File: config.mk
export PLATFORM = sky130hd
export DESIGN_NAME = dsc_fault_det
export DESIGN_NICKNAME = d
export VERILOG_FILES = /design/src/rtl/dfd_pkg.sv /design/src/rtl/dfd_cfg_reg.sv /design/src/rtl/dfd_debounce.sv /design/src/rtl/dfd_fault_latch.sv /design/src/rtl/dsc_fault_det.sv
export SDC_FILE = /design/constraint.sdc
export NUM_CORES = 1
export LEC_CHECK = 0
export ABC_CLOCK_PERIOD_IN_PS = 5400
export BUFFER_PORTS_ARGS = -buffer_cell sky130_fd_sc_hd__buf_2
export CAP_MARGIN = 20
export CORE_ASPECT_RATIO = 1.4
export CORE_MARGIN = 2
export CORE_UTILIZATION = 45
export CTS_BUF_LIST = sky130_fd_sc_hd__clkbuf_8
export CTS_CLUSTER_SIZE = 12
export DETAILED_ROUTE_END_ITERATION = 6
export GPL_TIMING_DRIVEN = 0
export PLACE_DENSITY = 0.62
export SYNTH_ARGS = -nofsm -noshare
export SYNTH_HDL_FRONTEND = slang
export SYNTH_SLANG_ARGS = --single-unit
File: constraint.sdc
create_clock -name clk -period 5.4 [get_ports clk]
set_input_delay 0.54 -clock clk [delete_from_list [all_inputs] [get_ports clk]]
set_output_delay 0.54 -clock clk [all_outputs]
set_load 0.01 [all_outputs]
File: src/rtl/dfd_pkg.sv
package dfd_pkg;
   localparam int OCD_CW = 3;
   localparam int SCD_CW = 2;
   localparam int NCH    = 2;
   localparam int CH_OCD = 0;
   localparam int CH_SCD = 1;
   localparam int OCD_MAX_MS = 1280;

   // overcurrent delay in milliseconds per code
   function automatic int unsigned ocd_ms(input logic [OCD_CW-1:0] c);
      case (c)
         3'd0:    return 8;
         3'd1:    return 20;
         3'd2:    return 40;
         3'd3:    return 80;
         3'd4:    return 160;
         3'd5:    return 320;
         3'd6:    return 640;
         default: return OCD_MAX_MS;
      endcase
   endfunction

   // short-circuit delay in sample ticks per code
   function automatic int unsigned scd_ticks(input logic [SCD_CW-1:0] c);
      case (c)
         2'd0:    return 2;
         2'd1:    return 4;
         2'd2:    return 7;
         default: return 13;
      endcase
   endfunction
endpackage

File: src/rtl/dfd_cfg_reg.sv
module dfd_cfg_reg
   import dfd_pkg::*;
#(
   parameter int CNT_W        = 16,
   parameter int TICKS_PER_MS = 32,
   parameter int OCD_DEF      = 0,
   parameter int SCD_DEF      = 0
) (
   input  logic                           clk,
   input  logic                           rst_n,
   input  logic                           we,
   input  logic [OCD_CW-1:0]              ocd_in,
   input  logic [SCD_CW-1:0]              scd_in,
   output logic [NCH-1:0][CNT_W-1:0]      tgt
);
   logic [OCD_CW-1:0] ocd_q;
   logic [SCD_CW-1:0] scd_q;

   always_ff @(posedge clk or negedge rst_n) begin
      if (!rst_n) begin
         ocd_q <= OCD_CW'(OCD_DEF);
         scd_q <= SCD_CW'(SCD_DEF);
      end else if (we) begin
         ocd_q <= ocd_in;
         scd_q <= scd_in;
      end
   end

   always_comb begin
      tgt[CH_OCD] = CNT_W'(ocd_ms(ocd_q) * TICKS_PER_MS);
      tgt[CH_SCD] = CNT_W'(scd_ticks(scd_q));
   end
endmodule

File: src/rtl/dfd_debounce.sv
module dfd_debounce #(
   parameter int CNT_W = 16
) (
   input  logic             clk,
   input  logic             rst_n,
   input  logic             run,
   input  logic             tick,
   input  logic             cmp,
   input  logic [CNT_W-1:0] tgt,
   output logic             hit
);
   logic [CNT_W-1:0] cnt_q;
   logic [CNT_W:0]   cnt_inc;

   assign cnt_inc = {1'b0, cnt_q} + 1'b1;
   assign hit     = run && tick && cmp && (cnt_inc >= {1'b0, tgt});

   always_ff @(posedge clk or negedge rst_n) begin
      if (!rst_n)
         cnt_q <= '0;
      else if (!run)
         cnt_q <= '0;
      else if (tick)
         cnt_q <= (cmp && !hit) ? cnt_inc[CNT_W-1:0] : '0;
   end
endmodule

File: src/rtl/dfd_fault_latch.sv
module dfd_fault_latch #(
   parameter int N = 2
) (
   input  logic         clk,
   input  logic         rst_n,
   input  logic [N-1:0] set,
   input  logic [N-1:0] clr,
   output logic [N-1:0] stat
);
   // a detection in the same cycle as a clear wins
   always_ff @(posedge clk or negedge rst_n) begin
      if (!rst_n)
         stat <= '0;
      else
         stat <= (stat & ~clr) | set;
   end
endmodule

File: src/rtl/dsc_fault_det.sv
module dsc_fault_det
   import dfd_pkg::*;
#(
   parameter int CNT_W        = 16,
   parameter int TICKS_PER_MS = 32,
   parameter int OCD_DEF      = 0,
   parameter int SCD_DEF      = 0
) (
   input  logic              clk,
   input  logic              rst_n,
   input  logic              smp_tick,
   input  logic              mode_normal,
   input  logic              ocd_cmp,
   input  logic              scd_cmp,
   input  logic              cfg_we,
   input  logic [OCD_CW-1:0] cfg_ocd_code,
   input  logic [SCD_CW-1:0] cfg_scd_code,
   input  logic [NCH-1:0]    stat_clr,
   output logic [NCH-1:0]    fault_stat,
   output logic              dsg_on,
   output logic              alert
);
   localparam longint MAX_TGT = longint'(OCD_MAX_MS) * TICKS_PER_MS;

   generate
      if (TICKS_PER_MS < 1)
         $error("TICKS_PER_MS must be positive");
      if (MAX_TGT >= (longint'(1) << CNT_W))
         $error("CNT_W too narrow for the longest delay");
      if (OCD_DEF < 0 || OCD_DEF >= (1 << OCD_CW) || SCD_DEF < 0 || SCD_DEF >= (1 << SCD_CW))
         $error("default delay code out of range");
   endgenerate

   logic [NCH-1:0][CNT_W-1:0] tgt;
   logic [NCH-1:0]            cmp_v;
   logic [NCH-1:0]            hit;

   assign cmp_v[CH_OCD] = ocd_cmp;
   assign cmp_v[CH_SCD] = scd_cmp;

   dfd_cfg_reg #(
      .CNT_W(CNT_W), .TICKS_PER_MS(TICKS_PER_MS),
      .OCD_DEF(OCD_DEF), .SCD_DEF(SCD_DEF)
   ) u_cfg (
      .clk(clk), .rst_n(rst_n), .we(cfg_we),
      .ocd_in(cfg_ocd_code), .scd_in(cfg_scd_code), .tgt(tgt)
   );

   for (genvar g = 0; g < NCH; g++) begin : g_ch
      dfd_debounce #(.CNT_W(CNT_W)) u_dbc (
         .clk(clk), .rst_n(rst_n), .run(mode_normal), .tick(smp_tick),
         .cmp(cmp_v[g]), .tgt(tgt[g]), .hit(hit[g])
      );
   end

   dfd_fault_latch #(.N(NCH)) u_lat (
      .clk(clk), .rst_n(rst_n), .set(hit), .clr(stat_clr), .stat(fault_stat)
   );

   assign alert  = |fault_stat;
   assign dsg_on = ~|fault_stat;
endmodule

* Word level (Yosys, flattened, before mapping)
Cells that the tools add are included.
** Storage, ports and cells
- Logic and storage cells :: 42
- Flip-flop bits (word level) :: 39
** Operators by class
- Order comparisons :: 2
- Bitwise logic cells :: 3
- Mux-type cells :: 8
- Add/sub/neg operators :: 2
- Reduce and logical (&&, ||, !) cells :: 13
- Eq/ne operators :: 9
** Operators by type and width (number)
- $mux W16 :: 6
- $pmux W11 S7 :: 1
- $add A16 B1 Y17 const B :: 2
- $ge A17 B16 Y1 :: 1
- $ge A17 B4 Y1 :: 1
- $pmux W4 S3 :: 1
- $eq A3 B3 Y1 const B :: 3
- $logic_and A1 B1 Y1 :: 7
- $eq A3 B2 Y1 const B :: 2
- $eq A3 B1 Y1 const B :: 1
- $logic_not A1 Y1 :: 3
- $logic_not A3 Y1 :: 1
- $and A2 B2 Y2 :: 1
- $eq A2 B1 Y1 const B :: 1
- $eq A2 B2 Y1 const B :: 1
- $logic_not A2 Y1 :: 1
- $ne A2 B2 Y1 const B :: 1
- $not A2 Y2 :: 1
- $or A2 B2 Y2 :: 1
- $reduce_or A2 Y1 :: 1

* Longest topological paths before layout
Gate-level depths: netlist (run 1).
- Depth in word-level cells :: 9
- Mapped depth :: 14
- Depth with buffers taken out :: 13

* By module
A second synthesis (run 1) with hierarchy kept.
** Unflattened totals
- Cell total of the unflattened synthesis :: 378
- Area, all modules :: 3321.9 um2
** Modules (own cells, without submodules)
- dfd_debounce at g_ch[1].u_dbc :: sequential area each 400.4 um2, instances 1, area each 1505.2 um2, cells each 173
- dfd_debounce at g_ch[0].u_dbc :: sequential area each 400.4 um2, instances 1, area each 1327.5 um2, cells each 152
- dfd_cfg_reg :: sequential area each 125.1 um2, instances 1, area each 406.6 um2, cells each 45
- dfd_fault_latch :: sequential area each 50.0 um2, instances 1, area each 72.6 um2, cells each 6
- dsc_fault_det :: sequential area each 0.0 um2, instances 1, area each 10.0 um2, cells each 2

* Least setup slack after synthesis (run 1)
No wires, ideal clock.
- Path type :: flip-flop to flip-flop
- From :: register g_ch[0].u_dbc.cnt_q[0]
- To :: register g_ch[0].u_dbc.cnt_q[11]
- Data arrival time :: 2914 ps
- Data required time :: 5336 ps
- Period minus slack after synthesis :: 2979 ps
- Buffers on the path :: 1
- Cell stages (with the launch flop) :: 15
- Setup slack :: 2421 ps
- Cell sequence :: dfrtp_1 -> ha_1 -> nand2_1 -> nor2_1 -> nand3_1 -> or2_2 -> nand2_1 -> ha_1 -> a211o_1 -> a21oi_1 -> a31oi_1 -> or4_4 -> buf_6 -> a211oi_1 -> a21o_1
** Between the ends
- Word-level cells in the longest chain between the ends :: 8
** Ends and longest elaborated chain
- start, declared :: RTL line dfd_debounce.sv:12 : logic [CNT_W-1:0] cnt_q;
- start signal, assigned :: RTL line dfd_debounce.sv:24 : cnt_q <= (cmp && !hit) ? cnt_inc[CNT_W-1:0] : '0;
- $add A16 B1 Y17 (*) :: RTL line dfd_debounce.sv:15 : assign cnt_inc = {1'b0, cnt_q} + 1'b1;
- $ge A17 B16 Y1 :: RTL line dfd_debounce.sv:16 : assign hit = run && tick && cmp && (cnt_inc >= {1'b0, tgt});
- $logic_and A1 B1 Y1 :: RTL line dfd_debounce.sv:16
- $logic_not A1 Y1 :: RTL line dfd_debounce.sv:24
- $logic_and A1 B1 Y1 :: RTL line dfd_debounce.sv:24
- $mux W16 (*) :: RTL line dfd_debounce.sv:24
- $mux W16 (*) :: RTL line dfd_debounce.sv:23 : else if (tick)
- $mux W16 (*) :: RTL line dfd_debounce.sv:21 : else if (!run)
Mark *: on every way between the ends. The rest lies on a longest branch, timed or not. The select of a mux whose other input is x is not followed.
A chain may end at the register's enable or synchronous reset.

* Worst setup path after layout (run 1)
Same ends and word-level chain as after synthesis.

==> flow_summary_export.csv, run 1 <==
group,metric,value,unit
critical_path,path_class,"flop to flop",
placement,dpl-instance-area,0.00269,mm2
die,initial_utilization,46.3,%
pwr,ir_drop,119,uV
placement,dpl.cell_count,356,
layout,regArea,976,um2
layout,syn_to_final_growth,12.0,%
pwr,powerDensity,234,mW/mm2
clock_network,clockBufferDepth,2,
die,rows,32,
timing,slew_headroom,42.0,%
clock_network,cts.sinks,39,
hold_path,hold_class,"input port to async pin",
synth,syn_avg_cell_area,9.31,um2
critical_path,cp_max_fo,10,
detailed_routing,vias_per_cell,5.55,
layout,finalInstanceArea,0.00283,mm2
layout,final_common_cell,"dfrtp_1",
clock_network,cts_inserted_buffers,5,
critical_path,cp-end-kind,"flop",
pwr,p_leak,1.33,nW
layout,antenna_cells,0,
timing,tightestPinTransition,0.871,ns
grt,grt_start_max_net_pins,40,
clock_network,root_buffer,"clkbuf_8",
synth,ys_seq_area_share,38.7,%
synth,synth-seq-cells,39,
placement,place_hpwl,3960,um
critical_path,critPathLaunchType,"flop",
layout,finalNetCount,325,
detailed_routing,drc,0,
synth,synth_edf_count,0,
layout,final_util,51.9,%
grt,grt_pass1_wl,8760,um
placement,port_buffers,17,
synth,syn_inst,271,
die,pin_count,18,
synth,async_flop_share,100,%
detailed_routing,ant_nets,0,
layout,fill_cells,521,
die,die_h,92.6,um
placement,place.gp.congestion,0.778,
timing,rsz0062_at_grt,"no",
detailed_routing,drt_wl_total,5330,um
timing,hold_viol_final,0,
detailed_routing,vias,2022,
critical_path,worstPathArrival,3.70,ns
timing,max_freq,288,MHz
grt,antenna_found_initial,0,
timing,slew_viol_final,0,
critical_path,required,5.64,ns
detailed_routing,first_pass_iters,4,
clock_network,cts_max_level,2,
die,die-area,0.00623,mm2
layout,final-instance-count-excl-fill,364,
synth,synth_cell_types,47,
clock_network,post_cts_resize_count,0,
clock_network,postCtsSetupBuffers,0,
synth,syn_nets,301,
synth,syn_area,0.00252,mm2
timing,finalCritPeriodShare,64.2,%
timing,finalSetupTns,0,ns
die,die_w,67.3,um
layout,drive_above_1_share,16.2,%
clock_network,insertion_delay,0.29,ns
timing,layout_min_cycle_time,3.47,ns
clock_network,hold_buffers,0,
timing,setup_viol,0,
clock_network,cts_tree,"built",
layout,multiInputGateArea,0.00149,mm2
die,coreArea,0.00545,mm2
clock_network,clk_pin_slew_worst_paths,0.08,ns
synth,yosysWarnings,0,
layout,layout_common_cells,"dfrtp_1, nand2_1, buf_2",
detailed_routing,wl_per_cell,14.6,um
detailed_routing,drt-initial-drc-count,105,
timing,fin_skew,0.00192,ns
grt,grt_pass1_vias,1881,
status,status,"finished, final reports clean",
grt,grt.total_usage,18.8,%
synth,synth_flop_cell,"dfrtp_1",
run,cap_violations,0,
grt,overflow,0,
[cell usage after synthesis (3+ instances only)]
master    count  area share, %
nand2_1      32            4.8
a22o_1        5            1.7
o21ai_1       6            1.2
ha_1         16            7.9
xnor2_1       4            1.4
o31ai_1       3           0.89
dfrtp_1      39             39
o21ai_0       6            1.2
or3_1         3           0.74
nor4_1        3           0.74
a31oi_1       3           0.74
and2_1       16            4.0
nand3_1      14            2.8
a221o_1       3            1.2
clkbuf_1      6           0.89
a21oi_1       5           0.99
and4_1        4            1.4
a21o_1       10            3.0
nand4_1      12            3.0
a211oi_1      9            2.7
nand2b_1      6            1.5
or2_2         8            2.0
nor3b_1       3           0.89
mux2_2        5            2.2
inv_1         3           0.45
xor2_1        5            1.7
nor2_1       15            2.2
nor2b_1       4           0.99
[flip-flops by register name (all words and copies together), names as in the netlist]
register          count
u_cfg.scd_q           2
u_lat.stat            2
u_cfg.ocd_q           3
g_ch.u_dbc.cnt_q     32
[report_power, final]
group | internal [mW] | leakage [nW] | switching (mW)
Combinational | 0.0298 | 0.731 | 0.0400
Clock | 0.183 | 0.0695 | 0.105
Sequential | 0.298 | 0.532 | 0.00697
Total | 0.511 | 1.33 | 0.152
[area by class of cell]
type                    count  area share, %
multi-input cells         220           52.6
flip-flops and latches     39           34.5
repair buffers             17           3.01
well taps                  68           3.01
clock buffers               5           2.43
clock inverters             3           2.26
plain buffers               9           1.77
inverters                   3          0.398
[worst paths after layout]
path / startpoint / endpoint / slack, ns / cells past startpoint
max: g_ch[0].u_dbc.cnt_q[0] / g_ch[0].u_dbc.cnt_q[11] / 1.93 / 14
min reg2reg: u_lat.stat[1] / u_lat.stat[1] / 0.54 / 1
max in group asynchronous: rst_n / g_ch[1].u_dbc.cnt_q[2] / 4.50 / 1
min in group clk: stat_clr[0] / u_lat.stat[0] / 0.42 / 2
max reg2reg: g_ch[0].u_dbc.cnt_q[0] / g_ch[0].u_dbc.cnt_q[11] / 1.93 / 14
min: rst_n / g_ch[1].u_dbc.cnt_q[13] / 0.36 / 1
[layer usage]
metal | up-vias | global-route usage, % | wire length (um)
met5 | - | 0 | 0
met1 | 946 | 22.6 | 2360
met2 | 17 | 32.3 | 2760
li1 | 1052 | - | -
met4 | 0 | 8.16 | 110
met3 | 7 | 3.16 | 93
[critical path, cell delays in order (launching register included)]
cell and delay (ns):
dfrtp_1 0.43, ha_1 0.28, nand2_1 0.12, nor2_1 0.26, nand3_1 0.14, or2_2 0.30, nand2_1 0.10, ha_1 0.26
a211o_1 0.30, a21oi_1 0.13, a31oi_1 0.12, or4_4 0.48, buf_6 0.17, a211oi_1 0.21, a21o_1 0.11
[per-stage QoR]
stage,setup slack (ns),power (mW),hold WS (ns)
2_1_floorplan,2.42,0.355,0.244
3_3_place_gp,2.04,0.381,0.518
3_5_place_dp,2.01,0.382,0.522
4_1_cts,1.98,0.673,0.394
5_1_grt,1.77,0.691,0.418
6_report,1.93,0.662,0.360
[cell families after synthesis]
kind of cell,count (synthesis),share of synthesized area [%]
AO/OA/AOI/OAI,55,15.2
buffers and inverters,12,2.43
XOR/XNOR,9,3.12
flip-flops,39,38.7
AND/OR/NAND/NOR,134,30.0
multiplexers,6,2.63
adder cells (fa/ha/maj),16,7.93
Power figures use the tool's default switching activity.
==> run 2, diff against run 1 <==
ABC_AREA = 1   (was default)
ABC_CLOCK_PERIOD_IN_PS = 3400   (was 5400)
clock period = 3.4 ns   (was 5.4 ns; I/O delays follow)
==> run 2 against run 1 <==
First-iteration DRC count is 33% lower. Synthesized area is 9.9% higher. Global-route usage is 0.10 points lower. Sequential power is 68% higher. Core utilization is 0.16 points higher. Non-clock buffer count is 3 lower. Critical path type unchanged. Critical endpoint is now g_ch[0].u_dbc.cnt_q[12]. Largest cell class unchanged.
==> flow_summary_export.csv, run 2 <==
group,metric,value,unit
status,status,"finished, final reports clean",
grt,antenna_found_initial,0,
timing,finalCritPeriodShare,89.1,%
synth,syn_nets,414,
synth,synth.area.top_cells,"dfrtp_1, nand2_1, inv_1, ha_1, nor2_1",
critical_path,slowest_delay,0.42,ns
clock_network,root_buffer,"clkbuf_8",
timing,hold_viol_final,0,
timing,fin_skew,0.00932,ns
timing,finalSetupTns,0,ns
grt,grt_pass1_wl,10300,um
synth,synth_top_area_share,35.2,%
detailed_routing,highest_layer,"met4",
grt,overflow,0,
layout,antenna_cells,0,
synth,syn_avg_cell_area,7.22,um2
synth,yosys.area.top_type,"dfrtp_1",
timing,tightestPinTransition,0.907,ns
grt,grt_start_max_net_pins,40,
layout,layout_common_cells,"nand2_1, inv_1, nor2_1",
detailed_routing,wl_per_cell,12.2,um
detailed_routing,vias,2370,
detailed_routing,drt_wl_total,5850,um
critical_path,rr_worst_depth,18,
layout,syn_to_final_growth,10.8,%
die,rows,33,
critical_path,critPathBufInv,3,
synth,synth_edf_count,0,
detailed_routing,drt-met1-wl,2480,um
clock_network,insertion_delay,0.30,ns
timing,setup_viol,0,
layout,reg.largest.list,"g_ch.u_dbc.cnt_q: 32 flops, u_cfg.ocd_q: 3 flops",
critical_path,startpoint,"g_ch[0].u_dbc.cnt_q[0]",
pwr,powerDensity,383,mW/mm2
run,cap_violations,0,
critical_path,worstPathArrival,3.21,ns
synth,synthTopCellsByCount,"nand2_1, inv_1, nor2_1, dfrtp_1, nand3_1",
critical_path,cp-end-kind,"flop",
detailed_routing,ant_nets,0,
grt,grt.total_usage,18.7,%
layout,final_util,52.1,%
timing,slew_headroom,39.6,%
die,die_w,70.4,um
critical_path,ff2ff_setup_slack,0.37,ns
placement,place_hpwl,4590,um
synth,yosysWarnings,0,
critical_path,timing.rr.start,"g_ch[0].u_dbc.cnt_q[0]",
critical_path,path_depth,18,
synth,syn_area,0.00277,mm2
synth,async_flop_share,100,%
layout,top_register,"g_ch.u_dbc.cnt_q",
synth,synth_flop_cell,"dfrtp_1",
placement,place.gp.congestion,0.813,
critical_path,cp_max_fo,10,
timing,layout_min_cycle_time,3.03,ns
hold_path,hold_class,"input port to async pin",
clock_network,clockBufferDepth,2,
clock_network,cts_inserted_buffers,5,
timing,rsz0062_at_grt,"no",
critical_path,path_class,"flop to flop",
critical_path,crit_slowest_cell,"dfrtp_1",
die,coreArea,0.00590,mm2
critical_path,cp_top_family,"simple AND/OR/NAND/NOR gates",
synth,ys_seq_area_share,35.2,%
placement,port_buffers,16,
detailed_routing,vias_per_cell,4.96,
critical_path,rr_endpoint,"g_ch[0].u_dbc.cnt_q[12]",
layout,final_common_cell,"nand2_1",
synth,synth-seq-cells,39,
pwr,power.total,1.18,mW
detailed_routing,first_pass_iters,6,
layout,fill_cells,612,
critical_path,worstPathCellList,"nand3_1, nor2_1, nand3_1, nor2_1, nand3_1, xor2_1, inv_1, ha_1, nand2_1, nor2_1, inv_1, nor2_1, nand3_1, nor2_1, nand3_2, nand4_2, buf_6, o21ai_2",
synth,syn_inst,384,
clock_network,postCtsSetupBuffers,0,
clock_network,cts_max_level,2,
detailed_routing,drc,0,
layout,largest_register_ffs,32,
detailed_routing,drt-initial-drc-count,70,
die,die-area,0.00682,mm2
layout,finalNetCount,437,
clock_network,clk_pin_slew_worst_paths,0.08,ns
timing,slew_viol_final,0,
die,initial_utilization,47.0,%
die,pin_count,18,
critical_path,required,3.58,ns
detailed_routing,route.met3.wl,146,um
synth,synth_cell_types,29,
pwr,p_leak,1.54,nW
pwr,ir_drop,200,uV
critical_path,critPathLaunchType,"flop",
layout,drive_above_1_share,15.7,%
detailed_routing,wl_met2,3130,um
clock_network,cts_tree,"built",
clock_network,cts.sinks,39,
die,die_h,96.9,um
critical_path,crit_top_cell,"nor2_1",
timing,max_freq,330,MHz
clock_network,hold_buffers,0,
grt,grt_pass1_vias,2321,
synth,synth.most_common_cell,"nand2_1",
clock_network,post_cts_resize_count,0,
-- run 2: power by group --
part           internal [mW]  switching [mW]  total (mW)
sequential             0.485          0.0284       0.513
clock                  0.291           0.172       0.462
combinational         0.0784           0.123       0.201
-- run 2: how the worst max path moves through the flow --
stage / endpoint
floorplan: g_ch[0].u_dbc.cnt_q[10]
global placement: g_ch[0].u_dbc.cnt_q[11]
detailed placement: g_ch[0].u_dbc.cnt_q[12]
CTS: g_ch[0].u_dbc.cnt_q[12]
global route: g_ch[0].u_dbc.cnt_q[12]
finish: g_ch[0].u_dbc.cnt_q[12]
-- run 2: cell type report --
type | count | area, um2 | area share (%)
sequential | 39 | 976 | 31.7
multi-input combinational | 273 | 1520 | 49.5
inverter | 65 | 244 | 7.94
timing repair buffer | 16 | 80.1 | 2.60
tap | 70 | 87.6 | 2.85
clock buffer | 5 | 68.8 | 2.24
clock inverter | 3 | 63.8 | 2.08
buffer | 7 | 33.8 | 1.10
-- run 2: cell families after synthesis --
kind of cell,count (synthesis),share of synthesized area [%]
simple gates,206,34.4
buf+inv,72,10.0
flops,39,35.2
compound gates,38,8.93
fa+ha+maj,16,7.22
xor+xnor,11,3.47
mux,2,0.812
-- run 2: layer usage --
metal	global-route usage [%]	up-vias
met4	6.51	0
li1	-	1248
met5	0	-
met3	2.60	8
met1	21.5	1085
met2	34.6	29
-- run 2: stage by stage --
step	std cells	area (um2)	worst slack, ns	hold WS [ns]
global placement	470	2940	0.353	0.506
floorplan	384	2770	0.813	0.0444
detailed placement	470	2940	0.325	0.509
CTS	478	3070	0.305	0.188
finish	478	3070	0.372	0.162
global route	478	3070	0.0433	0.205
==> run 3, diff against run 2 <==
RECOVER_POWER = 50   (was default)
SKIP_CTS_REPAIR_TIMING = 1   (was default)
==> run 3 against run 2 <==
The flow now finishes with violations (capacitance limit, slew limit). Register-to-register slack barely moved. Core utilization barely moved. Via count stayed put. Critical path depth unchanged. Critical endpoint unchanged. Largest cell class unchanged.
==> flow_summary_export.csv, run 3 (synthesis gave the netlist of run 2 again) <==
group,metric,value,unit
placement,place.gp.congestion,0.813,
grt,antenna_found_initial,0,
detailed_routing,wl_per_cell,12.2,um
grt,globalRouteMet3Util,2.60,%
grt,overflow,0,
layout,reg.largest.list,"g_ch.u_dbc.cnt_q: 32 flops, u_cfg.ocd_q: 3 flops",
layout,drive_above_1_share,15.4,%
clock_network,cts_tree,"built",
clock_network,cts_max_level,2,
critical_path,crit_top_cell,"nor2_1",
placement,port_buffers,16,
critical_path,crit_slowest_cell,"dfrtp_1",
timing,finalCritPeriodShare,89.1,%
grt,grt_start_max_net_pins,40,
detailed_routing,drt-initial-drc-count,70,
grt,met1_usage,21.5,%
timing,layout_min_cycle_time,3.03,ns
layout,syn_to_final_growth,10.8,%
die,rows,33,
layout,final-instance-count-excl-fill,478,
critical_path,cp-end-kind,"flop",
timing,finalSetupTns,0,ns
layout,antenna_cells,0,
clock_network,insertion_delay,0.30,ns
layout,final_util,52.0,%
status,violations,"capacitance limit, slew limit",
placement,dpl-instance-area,0.00294,mm2
timing,fin_skew,0.00932,ns
timing,setup_viol,0,
critical_path,startpoint,"g_ch[0].u_dbc.cnt_q[0]",
timing,setup_slack,0.372,ns
critical_path,timing.rr.start,"g_ch[0].u_dbc.cnt_q[0]",
die,pin_count,18,
timing,max_freq,330,MHz
pwr,ir_drop,200,uV
detailed_routing,vias_per_cell,4.96,
critical_path,path_depth,18,
hold_path,hold_class,"input port to flop",
layout,largest_register_ffs,32,
detailed_routing,drc,0,
critical_path,critPathLaunchType,"flop",
critical_path,worstPathCellList,"nand3_1, nor2_1, nand3_1, nor2_1, nand3_1, xor2_1, inv_1, ha_1, nand2_1, nor2_1, inv_1, nor2_1, nand3_1, nor2_1, nand3_2, nand4_2, buf_6, o21ai_2",
grt,grt_pass1_vias,2321,
clock_network,root_buffer,"clkbuf_8",
placement,place_hpwl,4590,um
die,die-area,0.00682,mm2
critical_path,slowest_delay,0.42,ns
timing,slew_viol_final,40,
die,die_h,96.9,um
clock_network,clockBufferDepth,2,
layout,finalNetCount,437,
layout,final_common_cell,"nand2_1",
layout,top_register,"g_ch.u_dbc.cnt_q",
pwr,powerDensity,383,mW/mm2
grt,busiest_layer,"met2",
critical_path,path_class,"flop to flop",
die,initial_utilization,47.0,%
critical_path,cp_top_family,"simple AND/OR/NAND/NOR gates",
timing,rsz0062_at_grt,"no",
timing,tightestPinTransition,2.18,ns
grt,grt.total_usage,18.7,%
hold_path,min_from,"stat_clr[1]",
layout,layout_common_cells,"nand2_1, inv_1, nor2_1",
detailed_routing,drt_wl_total,5850,um
clock_network,cts.sinks,39,
placement,pre_cts_ws,0.325,ns
placement,dpl.cell_count,470,
clock_network,cts_inserted_buffers,5,
layout,finalInstanceArea,0.00307,mm2
detailed_routing,vias,2370,
timing,hold_viol_final,0,
status,status,"finished with violations",
timing,slew_headroom,-45.1,%
pwr,power.total,1.18,mW
critical_path,worstPathArrival,3.21,ns
clock_network,clk_pin_slew_worst_paths,0.08,ns
grt,grt_pass1_wl,10300,um
critical_path,rr_worst_depth,18,
detailed_routing,first_pass_iters,6,
critical_path,cp_max_fo,10,
timing,whs,0.196,ns
die,die_w,70.4,um
critical_path,critPathBufInv,3,
hold_path,min_path_cells,2,
pwr,p_leak,1.53,nW
detailed_routing,ant_nets,0,
run,cap_violations,1,
critical_path,required,3.58,ns
grt,met2_usage,34.6,%
die,coreArea,0.00590,mm2
## run 3: path summary, 6_finish.rpt
path,to,slack [ns]
min in group asynchronous,g_ch[1].u_dbc.cnt_q[15],0.67
worst max register to register,g_ch[0].u_dbc.cnt_q[12],0.37
max in group asynchronous,g_ch[0].u_dbc.cnt_q[4],1.48
worst max-delay path,g_ch[0].u_dbc.cnt_q[12],0.37
worst min register to register,g_ch[0].u_dbc.cnt_q[15],0.52
worst min-delay path,u_lat.stat[1],0.20
## run 3: metal layers
| layer | wire [um] | vias to the layer above |
|---|---|---|
| met3 | 145 | 8 |
| met5 | 0 | - |
| met4 | 91 | 0 |
| met1 | 2480 | 1085 |
| li1 | - | 1248 |
| met2 | 3130 | 29 |
## run 3: area by class of cell
cell class	instances	area [um2]
Buffer	7	33.8
Clock buffer	5	68.8
Clock inverter	3	63.8
Fill cell	612	2830
Inverter	65	244
Multi-Input combinational cell	273	1520
Sequential cell	39	976
Tap cell	70	87.6
Timing Repair Buffer	16	78.8
## run 3: power breakdown
group          leakage (nW)  switching [mW]  total (mW)  internal [mW]
registers             0.532          0.0284       0.513          0.485
clock network        0.0695           0.172       0.462          0.291
logic                 0.931           0.123       0.201         0.0782
## run 3: worst register-to-register path: stages (launching register included)
cell and delay [ns]:
dfrtp_1 0.42, nand3_1 0.12, nor2_1 0.16, nand3_1 0.15
nor2_1 0.20, nand3_1 0.16, xor2_1 0.27, inv_1 0.08
ha_1 0.28, nand2_1 0.06, nor2_1 0.13, inv_1 0.05
nor2_1 0.10, nand3_1 0.08, nor2_1 0.13, nand3_2 0.09
nand4_2 0.17, buf_6 0.21, o21ai_2 0.07
